$ cat src/rtl/comp2_pkg.sv
// Package: shared types of the scheduled compensator.
// Assumes: the recursion always has five product terms.
package comp2_pkg;

    typedef enum logic [1:0] {
        PH_IDLE = 2'd0,
        PH_REQ  = 2'd1,
        PH_MAC  = 2'd2,
        PH_PUB  = 2'd3
    } comp2_phase_e;

    localparam int unsigned NTAPS = 5;

endpackage

$ cat src/rtl/comp2_sched.sv
// Module: comp2_sched
// Counts plant-step ticks. On every RATIO-th tick, if idle, it walks one
// control period through request, five accumulate cycles and publish.
// Assumes: step_tick is a single-cycle pulse; st_ack matters only in request.
module comp2_sched
    import comp2_pkg::*;
#(
    parameter int unsigned RATIO = 10,
    parameter int unsigned IDX_W = 3
) (
    input  logic             clk,
    input  logic             rst_n,
    input  logic             step_tick,
    input  logic             st_ack,
    output logic             st_req,
    output logic             latch_en,
    output logic             mac_en,
    output logic [IDX_W-1:0] mac_idx,
    output logic             pub_en
);

    localparam int unsigned      CNT_W    = (RATIO > 1) ? $clog2(RATIO) : 1;
    localparam logic [CNT_W-1:0] CNT_LAST = CNT_W'(RATIO - 1);
    localparam logic [IDX_W-1:0] IDX_LAST = IDX_W'(NTAPS - 1);

    comp2_phase_e     ph_q;
    logic [CNT_W-1:0] cnt_q;
    logic [IDX_W-1:0] idx_q;
    logic             period_start;

    assign period_start = step_tick && (cnt_q == '0) && (ph_q == PH_IDLE);
    assign st_req       = (ph_q == PH_REQ);
    assign latch_en     = st_req && st_ack;
    assign mac_en       = (ph_q == PH_MAC);
    assign pub_en       = (ph_q == PH_PUB);
    assign mac_idx      = idx_q;

    // Tick counter: position inside the control period, busy or not.
    always_ff @(posedge clk) begin
        if (!rst_n) begin
            cnt_q <= '0;
        end else if (step_tick) begin
            cnt_q <= (cnt_q == CNT_LAST) ? '0 : cnt_q + CNT_W'(1);
        end
    end

    // Phase sequencer: idle -> request -> accumulate x5 -> publish -> idle.
    always_ff @(posedge clk) begin
        if (!rst_n) begin
            ph_q  <= PH_IDLE;
            idx_q <= '0;
        end else begin
            case (ph_q)
                PH_IDLE: if (period_start) ph_q <= PH_REQ;
                PH_REQ: begin
                    if (st_ack) begin
                        ph_q  <= PH_MAC;
                        idx_q <= '0;
                    end
                end
                PH_MAC: begin
                    idx_q <= idx_q + IDX_W'(1);
                    if (idx_q == IDX_LAST) ph_q <= PH_PUB;
                end
                PH_PUB:  ph_q <= PH_IDLE;
                default: ph_q <= PH_IDLE;
            endcase
        end
    end


    start_req_chk: assert property (@(posedge clk) disable iff (!rst_n)
        period_start |=> st_req);


    req_hold_chk: assert property (@(posedge clk) disable iff (!rst_n)
        (st_req && !st_ack) |=> st_req);


    mac_len_chk: assert property (@(posedge clk) disable iff (!rst_n)
        (mac_en && (mac_idx != IDX_LAST)) |=> (mac_en && (mac_idx == $past(mac_idx) + IDX_W'(1))));


    busy_skip_chk: assert property (@(posedge clk) disable iff (!rst_n)
        (step_tick && (mac_en || pub_en)) |=> !st_req);

endmodule

$ cat src/rtl/comp2_mac.sv
// Module: comp2_mac
// Single signed multiplier with an accumulator, shared by all five terms.
// Assumes: ACCW has enough guard bits above CW+DW for five products.
module comp2_mac #(
    parameter int unsigned CW   = 16,
    parameter int unsigned DW   = 16,
    parameter int unsigned ACCW = 35
) (
    input  logic                   clk,
    input  logic                   rst_n,
    input  logic                   clr,
    input  logic                   en,
    input  logic signed [CW-1:0]   coef,
    input  logic signed [DW-1:0]   data,
    output logic signed [ACCW-1:0] acc
);

    localparam int unsigned PW = CW + DW;

    logic signed [PW-1:0]   prod;
    logic signed [ACCW-1:0] acc_q;

    assign prod = PW'(coef) * PW'(data);
    assign acc  = acc_q;

    // Accumulator: cleared at the start of a period, adds one product per cycle.
    always_ff @(posedge clk) begin
        if (!rst_n) begin
            acc_q <= '0;
        end else if (clr) begin
            acc_q <= '0;
        end else if (en) begin
            acc_q <= acc_q + ACCW'(prod);
        end
    end

endmodule

$ cat src/rtl/comp2_hist.sv
// Module: comp2_hist
// Latches the saturated error. At publish it clamps the scaled sum into the
// duty window, loads the duty register and shifts both history pairs.
// Assumes: duty_min <= duty_max; 2^(DW-1) in duty units stands for 1.0.
module comp2_hist #(
    parameter int unsigned DW    = 16,
    parameter int unsigned ACCW  = 35,
    parameter int unsigned CFRAC = 12
) (
    input  logic                   clk,
    input  logic                   rst_n,
    input  logic                   latch_en,
    input  logic                   pub_en,
    input  logic signed [DW-1:0]   st_vc,
    input  logic signed [DW-1:0]   ref_v,
    input  logic signed [ACCW-1:0] acc,
    input  logic [DW-2:0]          duty_min,
    input  logic [DW-2:0]          duty_max,
    input  logic [DW-2:0]          duty_init,
    output logic signed [DW-1:0]   e0,
    output logic signed [DW-1:0]   e1,
    output logic signed [DW-1:0]   e2,
    output logic signed [DW-1:0]   u1,
    output logic signed [DW-1:0]   u2,
    output logic [DW-2:0]          duty_out,
    output logic                   duty_pub
);

    localparam int unsigned UW = DW - 1;

    logic signed [DW:0]     diff;
    logic signed [DW-1:0]   e_new;
    logic signed [ACCW-1:0] scaled;
    logic signed [ACCW-1:0] lo_ext;
    logic signed [ACCW-1:0] hi_ext;
    logic [UW-1:0]          u_new;
    logic signed [DW-1:0]   e0_q, e1_q, e2_q;
    logic [UW-1:0]          u1_q, u2_q, duty_q;
    logic                   pub_q;

    // Error: one extra bit for the subtraction, then saturate back to DW bits.
    always_comb begin
        diff = {ref_v[DW-1], ref_v} - {st_vc[DW-1], st_vc};
        if (diff[DW] != diff[DW-1]) begin
            e_new = diff[DW] ? {1'b1, {(DW-1){1'b0}}} : {1'b0, {(DW-1){1'b1}}};
        end else begin
            e_new = diff[DW-1:0];
        end
    end

    // Scale the sum back to duty units and clamp it to the window.
    always_comb begin
        scaled = acc >>> CFRAC;
        lo_ext = $signed({{(ACCW-UW){1'b0}}, duty_min});
        hi_ext = $signed({{(ACCW-UW){1'b0}}, duty_max});
        if (scaled < lo_ext) begin
            u_new = duty_min;
        end else if (scaled > hi_ext) begin
            u_new = duty_max;
        end else begin
            u_new = scaled[UW-1:0];
        end
    end

    // Error snapshot taken in the acknowledge cycle.
    always_ff @(posedge clk) begin
        if (!rst_n) begin
            e0_q <= '0;
        end else if (latch_en) begin
            e0_q <= e_new;
        end
    end

    // Publish: duty register and both history pairs advance together.
    always_ff @(posedge clk) begin
        if (!rst_n) begin
            e1_q   <= '0;
            e2_q   <= '0;
            u1_q   <= '0;
            u2_q   <= '0;
            duty_q <= duty_init;
        end else if (pub_en) begin
            e1_q   <= e0_q;
            e2_q   <= e1_q;
            u1_q   <= u_new;
            u2_q   <= u1_q;
            duty_q <= u_new;
        end
    end

    // Publish marker, high for the first cycle of the new duty.
    always_ff @(posedge clk) begin
        if (!rst_n) begin
            pub_q <= 1'b0;
        end else begin
            pub_q <= pub_en;
        end
    end

    assign e0       = e0_q;
    assign e1       = e1_q;
    assign e2       = e2_q;
    assign u1       = $signed({1'b0, u1_q});
    assign u2       = $signed({1'b0, u2_q});
    assign duty_out = duty_q;
    assign duty_pub = pub_q;


    err_sign_chk: assert property (@(posedge clk) disable iff (!rst_n)
        latch_en |=> (($past(ref_v) >= $past(st_vc)) == !e0_q[DW-1]));


    duty_range_chk: assert property (@(posedge clk) disable iff (!rst_n)
        duty_pub |-> ((duty_out >= $past(duty_min)) && (duty_out <= $past(duty_max))));


    duty_hold_chk: assert property (@(posedge clk) disable iff (!rst_n)
        !pub_en |=> $stable(duty_out));

endmodule

$ cat src/rtl/pi_rolloff_comp.sv
// Module: pi_rolloff_comp (top)
// Two-pole, two-zero compensator that runs once per RATIO plant steps.
// Wires the scheduler, the shared multiply-accumulate and the history
// block, and picks the coefficient and operand for each accumulate cycle.
// Assumes: coefficients are signed Q(CW-CFRAC).CFRAC; duty 1.0 = 2^(DW-1).
module pi_rolloff_comp
    import comp2_pkg::*;
#(
    parameter int unsigned DW    = 16,
    parameter int unsigned CW    = 16,
    parameter int unsigned CFRAC = 12,
    parameter int unsigned RATIO = 10
) (
    input  logic                 clk,
    input  logic                 rst_n,
    input  logic                 step_tick,
    output logic                 st_req,
    input  logic                 st_ack,
    input  logic signed [DW-1:0] st_vc,
    input  logic signed [DW-1:0] ref_v,
    input  logic signed [CW-1:0] coef_a,
    input  logic signed [CW-1:0] coef_b,
    input  logic signed [CW-1:0] coef_c,
    input  logic signed [CW-1:0] coef_d,
    input  logic signed [CW-1:0] coef_e,
    input  logic [DW-2:0]        duty_min,
    input  logic [DW-2:0]        duty_max,
    input  logic [DW-2:0]        duty_init,
    output logic [DW-2:0]        duty_out,
    output logic                 duty_pub
);

    localparam int unsigned ACCW  = CW + DW + $clog2(NTAPS);
    localparam int unsigned IDX_W = $clog2(NTAPS);

    logic                   latch_en, mac_en, pub_en;
    logic [IDX_W-1:0]       mac_idx;
    logic signed [CW-1:0]   op_coef;
    logic signed [DW-1:0]   op_data;
    logic signed [ACCW-1:0] acc;
    logic signed [DW-1:0]   e0, e1, e2, u1, u2;

    comp2_sched #(
        .RATIO (RATIO),
        .IDX_W (IDX_W)
    ) u_sched (
        .clk       (clk),
        .rst_n     (rst_n),
        .step_tick (step_tick),
        .st_ack    (st_ack),
        .st_req    (st_req),
        .latch_en  (latch_en),
        .mac_en    (mac_en),
        .mac_idx   (mac_idx),
        .pub_en    (pub_en)
    );

    // Operand select: one coefficient/history pair per accumulate cycle.
    always_comb begin
        case (mac_idx)
            IDX_W'(1): begin op_coef = coef_b; op_data = u2; end
            IDX_W'(2): begin op_coef = coef_c; op_data = e0; end
            IDX_W'(3): begin op_coef = coef_d; op_data = e1; end
            IDX_W'(4): begin op_coef = coef_e; op_data = e2; end
            default:   begin op_coef = coef_a; op_data = u1; end
        endcase
    end

    comp2_mac #(
        .CW   (CW),
        .DW   (DW),
        .ACCW (ACCW)
    ) u_mac (
        .clk   (clk),
        .rst_n (rst_n),
        .clr   (latch_en),
        .en    (mac_en),
        .coef  (op_coef),
        .data  (op_data),
        .acc   (acc)
    );

    comp2_hist #(
        .DW    (DW),
        .ACCW  (ACCW),
        .CFRAC (CFRAC)
    ) u_hist (
        .clk       (clk),
        .rst_n     (rst_n),
        .latch_en  (latch_en),
        .pub_en    (pub_en),
        .st_vc     (st_vc),
        .ref_v     (ref_v),
        .acc       (acc),
        .duty_min  (duty_min),
        .duty_max  (duty_max),
        .duty_init (duty_init),
        .e0        (e0),
        .e1        (e1),
        .e2        (e2),
        .u1        (u1),
        .u2        (u2),
        .duty_out  (duty_out),
        .duty_pub  (duty_pub)
    );

endmodule

$ cat config.mk
export PLATFORM = sky130hd
export DESIGN_NAME = pi_rolloff_comp
export DESIGN_NICKNAME = d
export VERILOG_FILES = /design/src/rtl/comp2_pkg.sv /design/src/rtl/comp2_sched.sv /design/src/rtl/comp2_mac.sv /design/src/rtl/comp2_hist.sv /design/src/rtl/pi_rolloff_comp.sv
export SDC_FILE = /design/constraint.sdc
export NUM_CORES = 1
export LEC_CHECK = 0
export BUFFER_PORTS_ARGS = -buffer_cell sky130_fd_sc_hd__buf_2
export CAP_MARGIN = 25
export CORE_UTILIZATION = 56
export DETAILED_ROUTE_END_ITERATION = 10
export PLACE_DENSITY = 0.79
export SETUP_SLACK_MARGIN = 0.2
export SYNTH_ARGS = -nofsm -noshare
export SYNTH_HDL_FRONTEND = slang
export SYNTH_SLANG_ARGS = --single-unit
$ cat constraint.sdc
create_clock -name clk -period 6.7 [get_ports clk]
set_input_delay 1.005 -clock clk [delete_from_list [all_inputs] [get_ports clk]]
set_output_delay 1.005 -clock clk [all_outputs]
set_load 0.01 [all_outputs]
* Yosys cells after proc, flatten, opt, wreduce, memory -nomap -nowiden
Cells that the tools add are included.
** Word-level totals
- Logic and storage cells :: 56
- Input port bits :: 161
- Output and inout port bits :: 17
- Register bits after elaboration :: 138
** Cells by class
- Muxes and demuxes :: 15
- Add/subtract/negate cells :: 4
- Bitwise gates (word level) :: 1
- Reduce and logical (&&, ||, !) cells :: 9
- Multipliers :: 1
- Eq/ne operators :: 13
- $lt $le $gt $ge :: 2
** Operators with widths (number)
- one-hot mux 16 bit (4 select lines) :: 2
- 2-to-1 mux 15 bit :: 4
- adder 35 x 32 -> 35 bit :: 1
- multiplier 16 x 16 -> 32 bit :: 1
- 2-to-1 mux 16 bit :: 2
- > comparator 23 x 16 -> 1 bit :: 1
- less-than comparator 23 x 16 -> 1 bit :: 1
- subtractor 16 x 16 -> 17 bit :: 1
- one-hot mux 2 bit (4 select lines) :: 1
- == test 3 x 2 -> 1 bit (second input constant) :: 2
- 2-to-1 mux 2 bit :: 3
- inequality test 2 x 1 -> 1 bit (second input constant) :: 3
- one-hot mux 3 bit (2 select lines) :: 1
- adder 4 x 1 -> 4 bit (second input constant) :: 1
- == test 2 bit (second input constant) :: 2
- == test 4 bit (second input constant) :: 1
- logical NOT 4 bit :: 1
- 2-to-1 mux 4 bit :: 1
- adder 3 x 1 -> 3 bit (second input constant) :: 1
- == test 3 x 1 -> 1 bit (second input constant) :: 1
- == test 3 bit (second input constant) :: 1
- logical AND 1 bit :: 3
- 2-to-1 mux 3 bit :: 1
- AND reduction 3 bit :: 1
- 8 further kinds :: 8

* Logic depth before layout (Yosys ltp)
- Word-level depth :: 5
- Depth in mapped cells :: 33
- Depth with buffers taken out :: 31

* Hierarchy
Synthesis repeated with hierarchy kept, for this count alone.
** Unflattened totals
- Cells, all modules :: 2277
- Area total of the unflattened synthesis :: 20757.4 µm²
** Modules (own cells, without submodules)
- comp2_mac :: times used 1, area each 12888.6 µm², seq. area each 700.7 µm², cells an instance 1399
- comp2_hist :: times used 1, area each 5632.9 µm², seq. area each 2031.9 µm², cells an instance 586
- pi_rolloff_comp :: times used 1, area each 1694.1 µm², seq. area each 0.0 µm², cells an instance 231
- comp2_sched :: times used 1, area each 541.8 µm², seq. area each 180.2 µm², cells an instance 61

* Worst setup path before layout
Ideal clock, no wire load.
- Path kind :: register to register
- Start :: register u_sched.idx_q[0], in the netlist u_sched.mac_idx[0]
- End :: register u_mac.acc_q[34], in the netlist u_mac.acc[34]
- Arrival time :: 7.218 ns
- Setup time :: 0.079 ns
- Required time :: 6.621 ns
- Period minus slack after synthesis :: 7.297 ns
- Setup slack :: -0.597 ns
- Buffers on the path :: 2
- Cell stages (with the launch flop) :: 28
- Path through :: dfxtp_1 > inv_1 > ha_1 > nor3_1 > o21bai_4 > buf_2 > buf_2 > a31oi_1 > nand2_1 > fa_1 > inv_1 > fa_1 > fa_1 > fa_1 > fa_1 > inv_1 > fa_1 > inv_1 > ha_1 > a21o_1 > a21o_1 > nor3b_1 > a21oi_1 > nor3_2 > o21bai_4 > nand2_2 > mux2_4 > a211oi_2
** On the way
- Word-level cells in the longest chain between the ends :: 4
- Elaborated cells between the ends (all ways) :: 8
- Classes of those cells :: add/sub (1); mul (1); eq/ne (4); mux (2)
** Ends and longest elaborated chain
- start, declared :: line comp2_sched.sv:28 : logic [IDX_W-1:0] idx_q;
- start signal, assigned :: line comp2_sched.sv:62 : idx_q <= idx_q + IDX_W'(1);
- == test 3 bit, or another cell as far along :: line pi_rolloff_comp.sv:60 : case (mac_idx)
- one-hot mux 16 bit (4 select lines) :: line pi_rolloff_comp.sv:60
- multiplier 16 x 16 -> 32 bit * :: line comp2_mac.sv:23 : assign prod = PW'(coef) * PW'(data);
- adder 35 x 32 -> 35 bit * :: line comp2_mac.sv:33 : acc_q <= acc_q + ACCW'(prod);
- end signal, assigned :: line comp2_mac.sv:33
- end, declared :: line comp2_mac.sv:21 : logic signed [ACCW-1:0] acc_q;
Mark *: on every way between the ends. The rest lies on a longest branch, timed or not.
A chain may end at the register's enable or synchronous reset.

* Worst setup path after layout
- Start :: register u_sched.idx_q[1], in the netlist u_sched.mac_idx[1]
- End :: register u_mac.acc_q[34], in the netlist u_mac.acc[34]
Same word-level chain as after synthesis.

==> summary.txt <==
Failing checks = negative setup slack
Synth warn = 0
Post-synth top area cell = fa_1
Diode count = 0
Fin crit share = 110.9%
Die ar. = 35,550 µm²
First drt pass iteration count = 8
Core Region = 33,870 µm²
Critical path data required time = 7.05 ns
Max cap viols = 0
Routed Antenna Nets = 0
Initial Utilization = 57.54%
Register area = 2920 µm²
Vias in the first global route = 18,421
Clk_lat worst skew = 0.43 ns
Ranking of synthesized cells by area = fa_1, dfxtp_1, ha_1
Worst Hold Depth = 2
DR iter-0 viols = 1,352
Cts hold-fix bufs = 0
Hold WS = 0.4898 ns
Largest net degree at the start of global routing = 83
Non-Filler Instances = 3,003
Final core utilization = 72.98%
Worst Setup Path Type = flip-flop to flip-flop
Root Buffer Master = clkbuf_16
Final period demand of the worst path = 7.432 ns
Num rows = 67
Most common cell after layout, fill and taps aside = inv_1
Syn avg cell area = 9.077 µm²
Top FF cell, synth = dfxtp_1
GRT Residual Overflow = 0
RD Place Congestion = 0.9730
Crit path capture type = flip-flop
RSZ-0062 raised after global routing = yes
CP Max Fanout = 17
CTS Buf Count = 17
R2r worst-path depth = 31
CTS clk-pin slew, worst paths = 0.07 ns
Cell area after synthesis = 19,490 µm²
Setup Slack @ Placement = -0.8840 ns
Routed vias/inst = 5.785
Reg-to-Reg End = u_mac.acc[34]
Hpwl dp = 48,800 µm
Status = complete, but fails checks
Placed Instances = 2,922
H-tree levels = 4
Number of port buffers = 177
Final Setup Violations = 21
Layout area overhead = 26.82%
Reg-to-Reg Start = u_sched.mac_idx[1]
Chip width = 188.6 µm
First-pass GRT wire length = 96,500 µm
Rel. slew slack = 27.02%
Clock Path Buffers = 2
I/O Pins = 178
Die Y = 188.6 µm
Critical path's top delay family = adder cells
Buf/Inv on CP = 11
Nets = 3,172
Max Freq = 134.5 MHz
CTS Sinks = 138
Crit-path slowest cell = fa_1
Distinct cells, synth = 84
Gate Count Post-Synth = 2,147
Slew @ Worst Pin = 1.093 ns
Synthesis-stage register bit count = 138
Layout cell share with drive strength beyond 1 = 28.06%
Filler cells = 2,353
Pins Over Slew Limit = 0
End of the worst hold path = u_mac.acc[7]
Slowest stage delay, CP = 0.52 ns
Wire per inst = 20.44 µm
Critical Path Start Type = flip-flop
Seq/Total Area, Yosys = 14.95%
Post-route setup slack = -0.7323 ns
Total GRT Usage = 35.15%
CTS tree = done
Most frequent cells in the layout = inv_1, fa_1, buf_4
Vias = 17,373
R2R setup slack = -0.73 ns
Cell mode on critical path = fa_1
Worst Hold Launch = u_mac.acc[7]
Drt total wl = 61,400 µm
Synth top area share = 31.95%
Multi-input gate area = 15,730 µm²
HP Class = flip-flop to flip-flop
Clk_skew = 0.009759 ns
Initial antenna violation count = 1
Final Hold Fails = 0
Data arrival, critical path = 7.78 ns
Async SR Flop Fraction = 0%
Post-synth EDFFs = 15
Post-Synthesis Net Count = 2,777
DRC violation count after routing = 0
-- worst max path at each step --
stage	cells past startpoint	endpoint	slack [ns]	startpoint
2_1_floorplan	24	u_mac.acc[34]	-0.07	coef_b[11]
3_3_place_gp	26	u_mac.acc[33]	-0.75	coef_e[8]
3_5_place_dp	32	u_mac.acc[34]	-0.88	u_sched.mac_idx[1]
4_1_cts	30	u_mac.acc[34]	-0.56	u_sched.mac_idx[0]
5_1_grt	30	u_mac.acc[29]	-0.97	u_sched.mac_idx[1]
6_report	31	u_mac.acc[34]	-0.73	u_sched.mac_idx[1]
-- layer usage --
| metal | share of wire, % | track usage (%) | up-vias |
|---|---|---|---|
| met5 | 0.021 | 0 | - |
| met4 | 5.4 | 16.38 | 2 |
| met3 | 8.8 | 6.184 | 223 |
| met2 | 47 | 58.51 | 897 |
| met1 | 38 | 44.50 | 8539 |
| li1 | - | - | 7712 |
-- area by class of cell --
cell class	instances	share of cell area [%]
clock buffers	18	1.823
clock inverters	14	0.7088
inverters	390	5.943
multi-input cells	1530	63.64
flip-flops and latches	138	11.82
well taps	448	2.268
repair buffers	465	13.81
-- timing repair --
item,4_1_cts,5_1_grt
gates cloned,2,0
buffers inserted,29,17
gates resized for setup,79,59
endpoints found under the setup margin,24,24
pin swaps,53,41
-- synth_stat cells, types with 16 or more instances --
cell type and number:
nand3_1 23, xnor2_1 32, nand2_1 155, dfxtp_1 123, nor2_1 211, fa_1 311
o21ai_1 18, buf_2 26, o21ai_0 59, a32oi_1 16, a21oi_1 55, clkbuf_1 50
ha_1 158, a22oi_1 31, nor2b_1 76, and2_1 25, nor3_1 17, mux2i_1 88
nand2b_1 17, a21o_1 18, or2_2 19, inv_1 390
-- state kept, by name, summed over array words and instances, names as in the netlist --
| name | flops |
|---|---|
| u_hist.e1 | 16 |
| u_hist.e0 | 16 |
| u_hist.u2_q | 15 |
| u_hist.duty_pub | 1 |
| u_mac.acc | 35 |
| u_sched.ph_q | 2 |
| u_hist.e2 | 16 |
| u_sched.mac_idx | 3 |
| u_hist.u1_q | 15 |
| u_sched.cnt_q | 4 |
| u_hist.duty_out | 15 |
-- worst register-to-register path: cells and delay by family, from the launching register on --
| kind | cells | cell delay (ns) |
|---|---|---|
| adders and majority gates | 8 | 3.46 |
| buffers and inverters | 11 | 1.21 |
| and+or+nand+nor | 7 | 1.21 |
| AOI/OAI and AO/OA | 4 | 0.78 |
| DFF | 1 | 0.40 |
| muxes | 1 | 0.30 |
-- metrics by stage --
step	area (µm²)	setup TNS (ns)
after floorplan	20110	-0.1795
after global routing	24720	-14.44
final	24720	-9.532
after detailed placement	23080	-11.39
after global placement	23080	-10.28
after CTS	24340	-6.588
-- logic make-up (layout without fill, tap and decap cells) --
group / after synthesis / count (layout) / synth area share, %
AO/OA/AOI/OAI: 323 / 323 / 11.67
XOR/XNOR: 45 / 45 / 2.061
adder cells (fa/ha/maj): 474 / 474 / 42.35
buffers and inverters: 480 / 887 / 9.527
flip-flops: 138 / 138 / 14.95
multiplexers: 104 / 104 / 5.463
AND/OR/NAND/NOR: 583 / 584 / 13.98
Power is not shown: default switching activity piles up to over one toggle a cycle in this logic, so the estimate is an artifact.
